`src/rtl/ivq_pkg.sv`:
```
package ivq_pkg;

   // width of an occupancy counter able to hold 0..depth
   function automatic int ivq_cnt_width(input int depth);
      return $clog2(depth + 1);
   endfunction

   // width of a slot index, never below one bit
   function automatic int ivq_ptr_width(input int depth);
      return (depth > 1) ? $clog2(depth) : 1;
   endfunction

endpackage

```
`src/rtl/ivq_fifo.sv`:
```
module ivq_fifo
   import ivq_pkg::*;
#(
   parameter int ADDR_W = 32,
   parameter int DEPTH  = 4,
   localparam int CNT_W = ivq_cnt_width(DEPTH)
) (
   input  logic              clk,
   input  logic              rst_n,
   input  logic              push,
   input  logic [ADDR_W-1:0] push_addr,
   input  logic              pop,
   output logic [ADDR_W-1:0] head_addr,
   output logic [CNT_W-1:0]  occ,
   output logic              full,
   output logic              empty
);

   generate
      if (DEPTH == 1) begin : g_single
         logic              held_q;
         logic [ADDR_W-1:0] slot_q;

         always_ff @(posedge clk or negedge rst_n) begin
            if (!rst_n)
               held_q <= 1'b0;
            else if (push)
               held_q <= 1'b1;
            else if (pop)
               held_q <= 1'b0;
         end

         always_ff @(posedge clk) begin
            if (push)
               slot_q <= push_addr;
         end

         assign head_addr = slot_q;
         assign occ       = CNT_W'(held_q);
         assign full      = held_q;
         assign empty     = !held_q;
      end else begin : g_ring
         localparam int PTR_W = ivq_ptr_width(DEPTH);
         localparam logic [PTR_W-1:0] LAST = PTR_W'(DEPTH - 1);

         logic [ADDR_W-1:0] mem_q [DEPTH];
         logic [PTR_W-1:0]  wr_q, rd_q;
         logic [CNT_W-1:0]  cnt_q;

         function automatic logic [PTR_W-1:0] step(input logic [PTR_W-1:0] p);
            return (p == LAST) ? '0 : p + 1'b1;
         endfunction

         always_ff @(posedge clk or negedge rst_n) begin
            if (!rst_n) begin
               wr_q  <= '0;
               rd_q  <= '0;
               cnt_q <= '0;
            end else begin
               if (push)
                  wr_q <= step(wr_q);
               if (pop)
                  rd_q <= step(rd_q);
               if (push && !pop)
                  cnt_q <= cnt_q + 1'b1;
               else if (pop && !push)
                  cnt_q <= cnt_q - 1'b1;
            end
         end

         always_ff @(posedge clk) begin
            if (push)
               mem_q[wr_q] <= push_addr;
         end

         assign head_addr = mem_q[rd_q];
         assign occ       = cnt_q;
         assign full      = (cnt_q == CNT_W'(DEPTH));
         assign empty     = (cnt_q == '0);
      end
   endgenerate

endmodule

```
`src/rtl/ivq_admit.sv`:
```
module ivq_admit #(
   parameter bit BYPASS_FULL = 1'b1
) (
   input  logic inv_valid,
   input  logic full,
   input  logic retire,
   output logic ack
);

   generate
      if (BYPASS_FULL) begin : g_bypass
         // a slot freed by a retire in this cycle can be refilled at once
         assign ack = inv_valid && (!full || retire);
      end else begin : g_strict
         assign ack = inv_valid && !full;
      end
   endgenerate

endmodule

```
`src/rtl/ivq_barrier.sv`:
```
module ivq_barrier (
   input  logic rd_barrier,
   input  logic pending,
   output logic stall
);

   // pending reflects entries acknowledged in earlier cycles only
   assign stall = rd_barrier && pending;

endmodule

```
`src/rtl/inval_defer_queue.sv`:
```
module inval_defer_queue
   import ivq_pkg::*;
#(
   parameter int ADDR_W      = 32,
   parameter int DEPTH       = 4,
   parameter bit BYPASS_FULL = 1'b1
) (
   input  logic              clk,
   input  logic              rst_n,
   input  logic              inv_valid,
   input  logic [ADDR_W-1:0] inv_addr,
   output logic              inv_ack,
   output logic              apply_valid,
   output logic [ADDR_W-1:0] apply_addr,
   input  logic              apply_busy,
   input  logic              rd_barrier,
   output logic              barrier_stall
);

   localparam int CNT_W = ivq_cnt_width(DEPTH);

   generate
      if (ADDR_W < 1) begin : g_bad_addr
         $error("inval_defer_queue: ADDR_W must be at least 1");
      end
      if (DEPTH < 1) begin : g_bad_depth
         $error("inval_defer_queue: DEPTH must be at least 1");
      end
   endgenerate

   logic             q_full, q_empty, retire;
   logic [CNT_W-1:0] occ;

   assign apply_valid = !q_empty;
   assign retire      = apply_valid && !apply_busy;

   ivq_admit #(.BYPASS_FULL(BYPASS_FULL)) u_admit (
      .inv_valid (inv_valid),
      .full      (q_full),
      .retire    (retire),
      .ack       (inv_ack)
   );

   ivq_fifo #(.ADDR_W(ADDR_W), .DEPTH(DEPTH)) u_fifo (
      .clk       (clk),
      .rst_n     (rst_n),
      .push      (inv_ack),
      .push_addr (inv_addr),
      .pop       (retire),
      .head_addr (apply_addr),
      .occ       (occ),
      .full      (q_full),
      .empty     (q_empty)
   );

   ivq_barrier u_barrier (
      .rd_barrier (rd_barrier),
      .pending    (apply_valid),
      .stall      (barrier_stall)
   );

endmodule

```
`config.mk`:
```
export PLATFORM = sky130hd
export DESIGN_NAME = inval_defer_queue
export DESIGN_NICKNAME = d
export VERILOG_FILES = /design/src/rtl/ivq_pkg.sv /design/src/rtl/ivq_fifo.sv /design/src/rtl/ivq_admit.sv /design/src/rtl/ivq_barrier.sv /design/src/rtl/inval_defer_queue.sv
export SDC_FILE = /design/constraint.sdc
export NUM_CORES = 1
export LEC_CHECK = 0
export BUFFER_PORTS_ARGS = -buffer_cell sky130_fd_sc_hd__buf_2
export CAP_MARGIN = 10
export CORE_UTILIZATION = 47
export DETAILED_ROUTE_END_ITERATION = 8
export GPL_TIMING_DRIVEN = 0
export MAX_ROUTING_LAYER = met4
export PLACE_DENSITY = 0.67
export SKIP_LAST_GASP = 1
export SLEW_MARGIN = 20
export SYNTH_ARGS = -nofsm -noshare
export SYNTH_HDL_FRONTEND = slang
export SYNTH_HIERARCHICAL = 1
export SYNTH_SLANG_ARGS = --single-unit
export TNS_END_PERCENT = 20
```
`constraint.sdc`:
```
create_clock -name clk -period 2.8 [get_ports clk]
set_input_delay 0.14 -clock clk [delete_from_list [all_inputs] [get_ports clk]]
set_output_delay 0.14 -clock clk [all_outputs]
set_load 0.05 [all_outputs]
```
Word level (Yosys, flattened, before mapping)
Memory sizes are Yosys's and may differ from the RTL's.
Index checks and enable logic that the tools add are counted.
- memories: 1
- memory bits (writable): 128
- register bits after elaboration: 7
- bits of input ports: 37
- logic and storage cells: 30
- memory list (memory ; depth ; width ; read ports ; clocked after memory_dff ; write ports ; RTL line ; text):
    u_fifo.g_ring.mem_q ; 4 ; 32 ; 1 ; 0 ; 1 ; ivq_fifo.sv:46 ; logic [ADDR_W-1:0] mem_q [DEPTH];
- equal/unequal tests: 3
- mux-type cells: 6
- $add $sub $neg: 4
- reductions and logical operators: 13
- operator list (kind ; count):
    3-bit 2-to-1 mux ; 2
    1-bit logical AND ; 5
    1-bit logical NOT ; 5
    2-bit by 1-bit adder with 2-bit output, second input constant ; 2
    2-bit equality test, second input constant ; 2
    2-bit 2-to-1 mux ; 2
    3-bit by 1-bit adder with 3-bit output, second input constant ; 1
    3-bit equality test, second input constant ; 1
    3-bit logical NOT ; 1
    3-bit by 1-bit subtractor with 3-bit output, second input constant ; 1
    1-bit 2-to-1 mux ; 2
    2-bit nonzero test ; 1
    1-bit logical OR ; 1

Longest topological paths before layout
Gate-level depths: netlist of the first run.
- word-level depth: 9
- depth in mapped cells: 10
- depth with buffers taken out: 10

By module
The synthesis of the first run kept the hierarchy.
- modules (own cells, without submodules) (module ; area each (um2) ; cells each ; sequential area each (um2) ; times used):
    ivq_fifo ; 5081.1 ; 205 ; 4018.9 ; 1
    ivq_admit ; 11.3 ; 2 ; 0.0 ; 1
    inval_defer_queue ; 7.5 ; 2 ; 0.0 ; 1
    ivq_barrier ; 6.3 ; 1 ; 0.0 ; 1

Worst setup path before layout of the first run
OpenSTA, ideal clock, no wires.
- kind: reg2reg
- from: register u_fifo.g_ring.cnt_q[0] (netlist: u_fifo/occ[0])
- to: memory u_fifo.g_ring.mem_q[0][0] (enable)
- setup time: 392 ps
- buffers on the path: 0
- data required time: 2408 ps
- arrival: 2721 ps
- setup slack: -313 ps
- stages on the path, launching flop included: 6
- period minus slack after synthesis: 3113 ps
- path through: dfrtp_1 nor3_1 nor2_1 inv_1 a21boi_1 and2_1
- cells in the longest elaborated chain, start to end: 7
- elaborated cells on any way between the ends: 9
- classes of those cells: eq/ne: 1; mux: 2; reduce/logical: 6
- ends and longest elaborated chain (item ; RTL line ; text):
    start: declaration ; ivq_fifo.sv:48 ; logic [CNT_W-1:0] cnt_q;
    start signal: assignment ; ivq_fifo.sv:65 ; cnt_q <= cnt_q + 1'b1;
    start signal: assignment ; ivq_fifo.sv:67 ; cnt_q <= cnt_q - 1'b1;
    3-bit logical NOT ; ivq_fifo.sv:79 ; assign empty = (cnt_q == '0);
    named net q_empty ; inval_defer_queue.sv:31 ; logic q_full, q_empty, retire;
    1-bit logical NOT ; inval_defer_queue.sv:34 ; assign apply_valid = !q_empty;
    1-bit logical AND ; inval_defer_queue.sv:35 ; assign retire = apply_valid && !apply_busy;
    named net retire ; inval_defer_queue.sv:31 ;
    1-bit logical OR ; ivq_admit.sv:13 ; assign ack = inv_valid && (!full || retire);
    1-bit logical AND ; ivq_admit.sv:13 ;
    named net inv_ack ; inval_defer_queue.sv:12 ; output logic inv_ack,
    1-bit 2-to-1 mux ; ivq_fifo.sv:72 ; if (push)
    1-bit 2-to-1 mux (not written as such) ; ivq_fifo.sv:73 ; mem_q[wr_q] <= push_addr;
    end: declaration ; ivq_fifo.sv:46 ;
The timed path passes the listed nets, and every way through them passes these cells.

Final worst setup path of the first run
- from: register u_fifo.g_ring.cnt_q[0] (netlist: u_fifo/occ[0])
- to: register u_fifo.g_ring.cnt_q[2] (netlist: u_fifo/occ[2])
- cells in the longest elaborated chain, start to end: 8
- elaborated cells on any way between the ends: 16
- classes of those cells: add/sub: 2; eq/ne: 1; mux: 2; reduce/logical: 11
- ends and longest elaborated chain (item ; RTL line ; text):
    3-bit logical NOT (*) ; ivq_fifo.sv:79 ;
    named net q_empty ; inval_defer_queue.sv:31 ;
    1-bit logical NOT (*) ; inval_defer_queue.sv:34 ;
    1-bit logical AND (*) ; inval_defer_queue.sv:35 ;
    named net retire ; inval_defer_queue.sv:31 ;
    1-bit logical OR ; ivq_admit.sv:13 ;
    1-bit logical AND ; ivq_admit.sv:13 ;
    1-bit logical NOT ; ivq_fifo.sv:66 ; else if (pop && !push)
    1-bit logical AND ; ivq_fifo.sv:66 ;
    2-bit nonzero test (no line) ; n/a ;
Mark *: on every way through the listed nets, which the timed path passes. The rest lies on a longest branch. The select of a mux whose other input is x is not followed.
A chain may end at the register's enable or synchronous reset.

==> results of run 1 <==
==> metal layers <==
layer	GRT usage, %	up-vias	wire length (um)
met4	7.44	0	85
met1	21.4	1277	3640
met5	-	-	0
li1	-	1128	-
met3	5.58	10	437
met2	27.6	72	4460
==> logic make-up after synthesis <==
family / Yosys count / share of synthesized area [%]
buffers and inverters: 14 / 2.21
AND/OR/NAND/NOR: 13 / 1.30
AO/OA/AOI/OAI: 3 / 0.343
flip-flops: 135 / 78.7
multiplexers: 35 / 15.1
adder cells (fa/ha/maj): 7 / 1.86
XOR/XNOR: 3 / 0.515
==> flip-flops by register name, summed over array words and instances, names as in the netlist <==
name / cells
u_fifo/g_ring.mem_q: 128
u_fifo/g_ring.wr_q: 2
u_fifo/occ: 3
u_fifo/g_ring.rd_q: 2
==> cell usage in the layout (no fill, tap or decap), types with 3 or more instances in the layout <==
cell and instances:
dfrtp_1 7, edfxtp_1 128, clkbuf_1 6, dlygate4sd3_1 34, mux4_1 4, mux4_2 28
inv_1 6, nor2_1 4, mux2_2 3, clkinv_1 3, clkbuf_16 16, and2_2 4
ha_1 6, buf_2 74, buf_12 5
==> synth_stat cells <==
master | count | share of area, %
nand2_1 | 2 | 0.15
edfxtp_1 | 128 | 75
nor3b_1 | 1 | 0.15
inv_1 | 6 | 0.44
buf_2 | 3 | 0.29
and2_1 | 5 | 0.61
clkbuf_1 | 1 | 0.073
a21boi_1 | 1 | 0.15
dfrtp_1 | 7 | 3.4
mux4_1 | 4 | 2.1
xnor2_1 | 1 | 0.17
xor2_1 | 2 | 0.34
nor3_1 | 1 | 0.098
mux2_2 | 3 | 0.66
fa_1 | 1 | 0.39
buf_12 | 3 | 1.2
o21ai_0 | 2 | 0.20
nor2_1 | 4 | 0.29
ha_1 | 6 | 1.5
buf_6 | 1 | 0.22
mux4_2 | 28 | 12
==> area by class of cell <==
cell class                 instances  area (sq um)  area share, %
clock inverter                     7          81.3           1.23
sequential                       135          4020           61.0
clock buffer                      22           433           6.57
tap                              136           170           2.58
inverter                           6          22.5          0.342
buffer                             8          90.1           1.37
timing repair buffer             109           791           12.0
multi-input combinational         61           983           14.9
==> through the flow <==
step / hold WS, ns / cell area (sq um)
finish: 0.0519 / 6590
floorplan: -0.156 / 5110
CTS: 0.0284 / 6590
global placement: -0.0175 / 5640
global route: 0.0509 / 6590
detailed placement: -0.0156 / 5740
==> critical path: stages, from the launching register on <==
cell and delay (ns):
dfrtp_1 0.44, nor3_1 0.10, nor2_1 0.32, inv_1 0.10
a21boi_2 0.36, ha_1 0.26, inv_1 0.06, fa_1 0.37
xor2_1 0.15, nor2_1 0.12, xor2_1 0.19
==> where the power goes <==
part           leakage (uW)  internal, uW  switching [uW]  total, uW
clock              0.000251          1240             725       1960
sequential          0.00126          2660             112       2770
combinational      0.000862          1030            1980       3010
total               0.00237          4930            2820       7750
==> final timing paths <==
path | startpoint | endpoint | depth (start not counted)
max | u_fifo/occ[0] | u_fifo/occ[2] | 10
min | apply_busy | u_fifo/g_ring.rd_q[0] | 3
max reg2reg | u_fifo/occ[0] | u_fifo/occ[2] | 10
min reg2reg | u_fifo/occ[2] | u_fifo/occ[2] | 1
max in group asynchronous | rst_n | u_fifo/g_ring.rd_q[0] | 3
min in group asynchronous | rst_n | u_fifo/occ[2] | 3
==> flow_metrics.py, run 1 <==
metrics = {
    "die": {
        "dieArea_sq_um": 11300,
        "core.rowCount": 37,
        "core-area_sq_um": 10400,
        "die_h_um": 106,
        "dieWidth_um": 106,
        "ios": 72,
        "initial_utilization_pct": 49.0,
    },
    "logic_synthesis": {
        "yosys_warnings": 6,
        "yosysSeqAreaShare_pct": 78.7,
        "synth_cells": 210,
        "synth.distinct_cells": 21,
        "synth.net_count": 254,
        "syn_avg_cell_area_sq_um": 24.3,
        "syn_area_sq_um": 5110,
        "synth-seq-cells": 135,
    },
    "detailed_routing": {
        "wl_per_cell_um": 17.8,
        "drt-total-wl_mm": 8.63,
        "via_per_inst": 5.14,
        "final_antenna_net_count": 0,
        "route.vias.total": 2487,
        "drt_iter0_markers": 83,
        "firstDrtPassIters": 4,
        "drc_errors": 0,
    },
    "sta": {
        "final_max_slew_viol_count": 0,
        "hold_viol": 0,
        "fmax_mhz": 393,
        "setup_viol": 0,
        "relSlewSlack_pct": 64.2,
        "fin_ws_ns": 0.256,
        "rsz0062_at_grt": "no",
        "fin_crit_ns": 2.54,
        "period_share_pct": 90.8,
        "fin_worst_skew_ns": 0.0124,
        "fin_tns_setup_ns": 0,
        "worst_pin_slew_ns": 0.537,
    },
    "placement": {
        "port_buffers": 71,
        "detailedPlace.worstSlack_ns": 0.283,
        "globalplace.congestion": 0.665,
        "post-place-cells": 421,
        "hpwlAfterDp_mm": 5.26,
    },
    "cts": {
        "cts_tree": "done",
        "numCtsBuffers": 17,
        "cts.repair.resized": 0,
        "cts.sinks": 135,
        "clkLatencyLatePin_ns": 0.52,
        "htree_num_levels": 4,
        "cts_root_buf": "clkbuf_8",
        "ctsHoldBuffers": 34,
        "post_cts_buffers": 0,
        "cts_buffer_depth": 2,
        "clk_pin_slew_ns": 0.06,
    },
    "worst_setup_path": {
        "crit_required_ns": 3.23,
        "cp.arrival_ns": 2.97,
        "regToRegSetupSlack_ns": 0.26,
        "worstSetupStartpointType": "flop",
        "endpoint_kind": "flop",
        "path_max_fanout": 10,
        "worstSetupPathType": "reg2reg",
    },
    "global_route": {
        "grt_max_degree": 25,
        "grt.total_usage_pct": 17.7,
        "first_global_vias": 2662,
        "antenna_found_initial": 0,
        "grt_overflow": 0,
        "grt_pass1_wl_mm": 13.7,
    },
    "final_layout": {
        "fin_nets": 382,
        "drive_above_1_share_pct": 39.9,
        "area_growth_pct": 29.1,
        "fill_cells": 760,
        "final_util_pct": 63.3,
        "antennaDiodeCount": 0,
        "fin_cells": 484,
    },
    "pwr": {
        "power.total_uw": 7750,
        "pwr_density_cell_nw_per_um2": 1180,
        "ir_drop_mv": 0.685,
        "leakage_uw": 0.00237,
    },
    "min_path": {
        "min_path_type": "in2reg",
    },
    "job": {
        "cap_violations": 0,
    },
    "status": {
        "status": "complete, no violations",
    },
}
(Power assumes the default switching activity.)
==> run 2, diff against run 1 <==
PLACE_DENSITY = 0.77   (was 0.67)
==> run 2 against run 1 <==
  * Die area unchanged
  * Flip-flop and latch count stayed put
  * Wire length down 1.2%
  * Critical endpoint unchanged
  * Highest routed layer unchanged
  * Final cell count rose by 0.62%
  * Non-clock buffer count unchanged
  * Largest power group unchanged
==> flow_metrics.py, run 2 (synthesis gave the netlist of run 1 again) <==
metrics = {
    "worst_setup_path": {
        "crit_required_ns": 3.22,
        "path_cells": "nor3_1, nor2_1, inv_1, a21boi_2, ha_1, inv_1, fa_1, xor2_1, nor2_1, xor2_1",
        "crit_end": "u_fifo/occ[2]",
        "regToRegSetupSlack_ns": 0.31,
        "r2r_end": "u_fifo/occ[2]",
        "worstReg2RegStart": "u_fifo/occ[0]",
        "worstSetupStartpointType": "flop",
        "cp.arrival_ns": 2.91,
        "worstSetupPathType": "reg2reg",
        "crit_start": "u_fifo/occ[0]",
        "path_max_fanout": 10,
        "max_stage_delay_ns": 0.43,
        "rr_worst_depth": 10,
        "slowest_stage": "dfrtp_1",
        "endpoint_kind": "flop",
    },
    "sta": {
        "fmax_mhz": 402,
        "fin_crit_ns": 2.49,
        "holdWs_ns": 0.0525,
        "final_max_slew_viol_count": 0,
        "worst_pin_slew_ns": 0.477,
        "relSlewSlack_pct": 68.2,
        "fin_worst_skew_ns": 0.00829,
        "fin_tns_setup_ns": 0,
        "hold_viol": 0,
        "rsz0062_at_grt": "no",
        "setup_viol": 0,
        "period_share_pct": 88.9,
    },
    "pwr": {
        "pwr_density_cell_nw_per_um2": 1170,
        "leakage_uw": 0.00238,
        "clkPwrFrac_pct": 25.6,
        "p_int_uw": 4880,
        "swShare_pct": 37.4,
        "pwr-share-seq_pct": 35.6,
        "power.total_uw": 7790,
        "switchingPower_uw": 2910,
        "ir_drop_mv": 0.643,
        "pwr-share-comb_pct": 38.8,
    },
    "die": {
        "ios": 72,
        "initial_utilization_pct": 49.0,
        "core.rowCount": 37,
        "die_h_um": 106,
        "core-area_sq_um": 10400,
        "dieArea_sq_um": 11300,
        "dieWidth_um": 106,
    },
    "final_layout": {
        "final_cell_mix": "edfxtp_1 (128), buf_2 (74), dlygate4sd3_1 (34)",
        "antennaDiodeCount": 0,
        "final_common_cell": "edfxtp_1",
        "fill_cells": 741,
        "regMostFlops": "u_fifo/g_ring.mem_q",
        "regArea_sq_um": 4020,
        "fin_nets": 382,
        "largest_reg_flops": 128,
        "final_util_pct": 63.7,
        "drive_above_1_share_pct": 42.2,
        "multi_input_area_sq_um": 983,
        "area_growth_pct": 29.9,
    },
    "cts": {
        "clk_pin_slew_ns": 0.06,
        "cts.sinks": 135,
        "post_cts_buffers": 0,
        "cts_buffer_depth": 2,
        "cts_tree": "done",
        "clkLatencyLatePin_ns": 0.50,
        "numCtsBuffers": 17,
        "htree_num_levels": 4,
        "cts_root_buf": "clkbuf_8",
    },
    "status": {
        "status": "complete, no violations",
    },
    "global_route": {
        "grt.total_usage_pct": 17.1,
        "grt_max_degree": 21,
        "grt_overflow": 0,
        "antenna_found_initial": 0,
        "grt_pass1_wl_mm": 13.3,
        "first_global_vias": 2623,
    },
    "detailed_routing": {
        "route.vias.total": 2469,
        "drc_errors": 0,
        "via_per_inst": 5.07,
        "final_antenna_net_count": 0,
        "wl_per_cell_um": 17.5,
        "drt_iter0_markers": 78,
        "drt-total-wl_mm": 8.53,
        "firstDrtPassIters": 4,
    },
    "job": {
        "cap_violations": 0,
    },
    "placement": {
        "globalplace.congestion": 0.679,
        "port_buffers": 71,
        "hpwlAfterDp_mm": 5.27,
    },
    "min_path": {
        "min_path_type": "in2reg",
    },
}
[run 2: changes by cell type in the layout (fill, tap and decap cells not counted)]
cell and change:
clkbuf_1 -5, clkinv_4 +3, clkinvlp_4 +3, inv_6 +3, buf_12 -2, buf_16 +2, bufinv_16 -1, clkinv_1 -1
clkinv_2 +1
[run 2: worst min path at each step]
stage                       endpoint  slack (ns)  cells past startpoint        from
2_1_floorplan  u_fifo/g_ring.rd_q[0]       -0.16                      0       rst_n
3_3_place_gp           u_fifo/occ[2]       -0.02                      1       rst_n
3_5_place_dp           u_fifo/occ[2]       -0.02                      1       rst_n
4_1_cts        u_fifo/g_ring.rd_q[1]        0.02                      3  apply_busy
5_1_grt        u_fifo/g_ring.rd_q[0]        0.05                      3  apply_busy
6_report       u_fifo/g_ring.rd_q[1]        0.05                      3  apply_busy
[run 2: metal layers]
layer	track usage, %	vias to the layer above	share of wire [%]
li1	-	1139	-
met1	20.8	1250	43
met2	27.9	73	53
met3	4.41	7	3.7
met4	6.25	0	0.67
met5	-	-	0
[run 2: power groups by stage]
| stage | logic, uW | registers, uW | clock network [uW] |
|---|---|---|---|
| floorplan | 2330 | 2790 | 0 |
| global placement | 2900 | 2810 | 0 |
| finish | 3020 | 2770 | 2000 |
| detailed placement | 3040 | 2820 | 0 |
| CTS | 3080 | 2780 | 2040 |
| global route | 3200 | 2810 | 2130 |
[run 2: critical path, delay by kind of cell, from the launching register on]
family	cells	cell delay, ns
adder cells (fa/ha/maj)	2	0.63
AND/OR/NAND/NOR	3	0.50
flip-flops	1	0.43
AO/OA/AOI/OAI	1	0.36
XOR/XNOR	2	0.31
buffers and inverters	2	0.17
[run 2: cell type report]
type	instances	share of cell area (%)
repair buffers	109	12.1
clock buffers	17	6.24
multi-input cells	61	14.8
plain buffers	8	1.36
well taps	136	2.57
inverters	6	0.340
flip-flops and latches	135	60.6
clock inverters	15	1.92
[run 2: through the flow]
stage	instances	instance area [sq um]	setup slack (ns)
after floorplan	210	5110	0.0972
after global routing	487	6630	0.0907
final	487	6630	0.310
after global placement	417	5640	-0.241
after CTS	487	6630	0.288
after detailed placement	421	5750	0.324
[run 2: what timing repair did]
item,CTS,global route
gates resized for setup,0,0
hold buffers,34,0
hold endpoints to repair,135,0
==> run 3, diff against run 2 <==
CORE_ASPECT_RATIO = 1.4   (was default)
==> run 3 against run 2 <==
  * Clock skew fell by 0.0015 ns
  * Global-route usage up 0.43 points
  * Non-clock buffer count fell by 1
  * Sequential share of layout area down 0.35 points
  * Power up 2.8%
  * Sequential power barely moved
  * Worst hold slack improved by 0.046 ns
  * Register-to-register slack improved by 0.11 ns
  * Combinational power barely moved
  * Worst setup slack better by 0.11 ns
  * Die area about the same
  * Final cell count increased by 0.21%
  * Critical path type unchanged
  * Largest cell class unchanged
  * Highest routed layer unchanged
==> flow_metrics.py, run 3 (synthesis gave the netlist of run 1 again) <==
metrics = {
    "final_layout": {
        "fin_nets": 381,
        "largest_reg_flops": 128,
        "drive_above_1_share_pct": 42.9,
        "fill_cells": 743,
        "final_cell_area_sq_um": 6670,
        "antennaDiodeCount": 0,
        "final_common_cell": "edfxtp_1",
        "final_cell_mix": "edfxtp_1 (128), buf_2 (74), dlygate4sd3_1 (33)",
        "area_growth_pct": 30.7,
        "fin_cells": 488,
        "regMostFlops": "u_fifo/g_ring.mem_q",
    },
    "cts": {
        "clk_pin_slew_ns": 0.06,
        "cts_buffer_depth": 2,
        "cts_tree": "done",
        "clkLatencyLatePin_ns": 0.41,
        "post_cts_buffers": 0,
        "htree_num_levels": 4,
        "cts.sinks": 135,
        "numCtsBuffers": 17,
        "cts_root_buf": "clkbuf_16",
    },
    "die": {
        "die_h_um": 125,
        "core.rowCount": 44,
        "ios": 72,
        "core-area_sq_um": 10500,
        "dieWidth_um": 90.1,
        "dieArea_sq_um": 11300,
        "initial_utilization_pct": 48.8,
    },
    "sta": {
        "relSlewSlack_pct": 70.4,
        "setup_viol": 0,
        "rsz0062_at_grt": "no",
        "final_max_slew_viol_count": 0,
        "period_share_pct": 85.1,
        "holdWs_ns": 0.0983,
        "fmax_mhz": 420,
        "fin_worst_skew_ns": 0.00674,
        "fin_crit_ns": 2.38,
        "hold_viol": 0,
        "worst_pin_slew_ns": 0.444,
    },
    "worst_setup_path": {
        "worstReg2RegStart": "u_fifo/occ[0]",
        "path_max_fanout": 10,
        "crit_required_ns": 3.13,
        "crit_start": "u_fifo/occ[0]",
        "endpoint_kind": "flop",
        "worstSetupPathType": "reg2reg",
        "worstSetupStartpointType": "flop",
        "cp.arrival_ns": 2.71,
    },
    "detailed_routing": {
        "drt-total-wl_mm": 8.57,
        "route.vias.total": 2423,
        "firstDrtPassIters": 6,
        "final_antenna_net_count": 0,
        "drt_iter0_markers": 200,
        "drc_errors": 0,
        "wl_per_cell_um": 17.6,
        "via_per_inst": 4.97,
    },
    "min_path": {
        "min_path_type": "in2async",
    },
    "placement": {
        "place_area_sq_um": 5740,
        "hpwlAfterDp_mm": 5.35,
        "globalplace.congestion": 0.675,
        "post-place-cells": 423,
        "port_buffers": 71,
    },
    "pwr": {
        "leakage_uw": 0.00241,
        "pwr_density_cell_nw_per_um2": 1200,
        "power.total_uw": 8010,
        "ir_drop_mv": 0.683,
    },
    "global_route": {
        "grt_overflow": 0,
        "antenna_found_initial": 0,
        "grt_max_degree": 24,
        "grt_pass1_wl_mm": 13.9,
        "grt.total_usage_pct": 17.5,
        "first_global_vias": 2683,
    },
    "status": {
        "status": "complete, no violations",
    },
    "job": {
        "cap_violations": 0,
    },
}
[run 3: changes by cell type in the layout (fill, tap and decap cells not counted), moves of 2 or more]
cell / change
buf_16: -2
clkinv_1: -2
buf_12: +2
bufinv_16: +2
[run 3: final timing paths]
path / slack, ns / end / depth (start not counted)
worst max-delay path: 0.42 / u_fifo/occ[2] / 10
worst max register to register: 0.42 / u_fifo/occ[2] / 10
max in group asynchronous: 2.54 / u_fifo/g_ring.wr_q[0] / 2
worst min register to register: 0.50 / u_fifo/occ[2] / 1
worst min-delay path: 0.1 / u_fifo/occ[2] / 2
min in group clk: 0.14 / u_fifo/g_ring.rd_q[0] / 3
[run 3: final cells by class]
cell class	count	area, sq um	area share, %
Clock inverter	15	178	2.66
Multi-Input combinational cell	61	983	14.7
Sequential cell	135	4020	60.2
Timing Repair Buffer	108	781	11.7
Tap cell	138	173	2.59
Buffer	8	90.1	1.35
Clock buffer	17	425	6.38
Inverter	6	22.5	0.338
[run 3: layer usage]
layer	track usage [%]	vias to the layer above	share of wire (%)
li1	-	1128	-
met1	19.0	1224	37
met2	29.8	56	57
met3	5.17	15	3.9
met4	7.59	0	2.0
met5	-	-	0
[run 3: per-stage QoR]
step / setup slack, ns / setup TNS (ns) / utilization [%]
global route: 0.118 / 0 / 63.8
global placement: -0.226 / -27.18 / 53.9
CTS: 0.366 / 0 / 63.8
finish: 0.417 / 0 / 63.8
floorplan: 0.0972 / 0 / -
detailed placement: 0.381 / 0 / 54.9
[run 3: power by group]
part           total [uW]  switching [uW]  internal, uW
combinational        3010            1980          1030
clock                2210             808          1400
sequential           2780             121          2660
total                8010            2910          5100
[run 3: timing repair]
action                    CTS  global route
hold buffers               33             0
gates resized for setup     0             0
hold endpoints to repair  135             0
[run 3: worst max-delay path, cell delays in order, from the launching register on]
cell      delay (ns)
dfrtp_1         0.44
nor3_1          0.11
nor2_1          0.27
inv_1           0.09
a21boi_2        0.30
ha_1            0.24
inv_1           0.06
fa_1            0.37
xor2_1          0.15
nor2_1          0.11
xor2_1          0.16
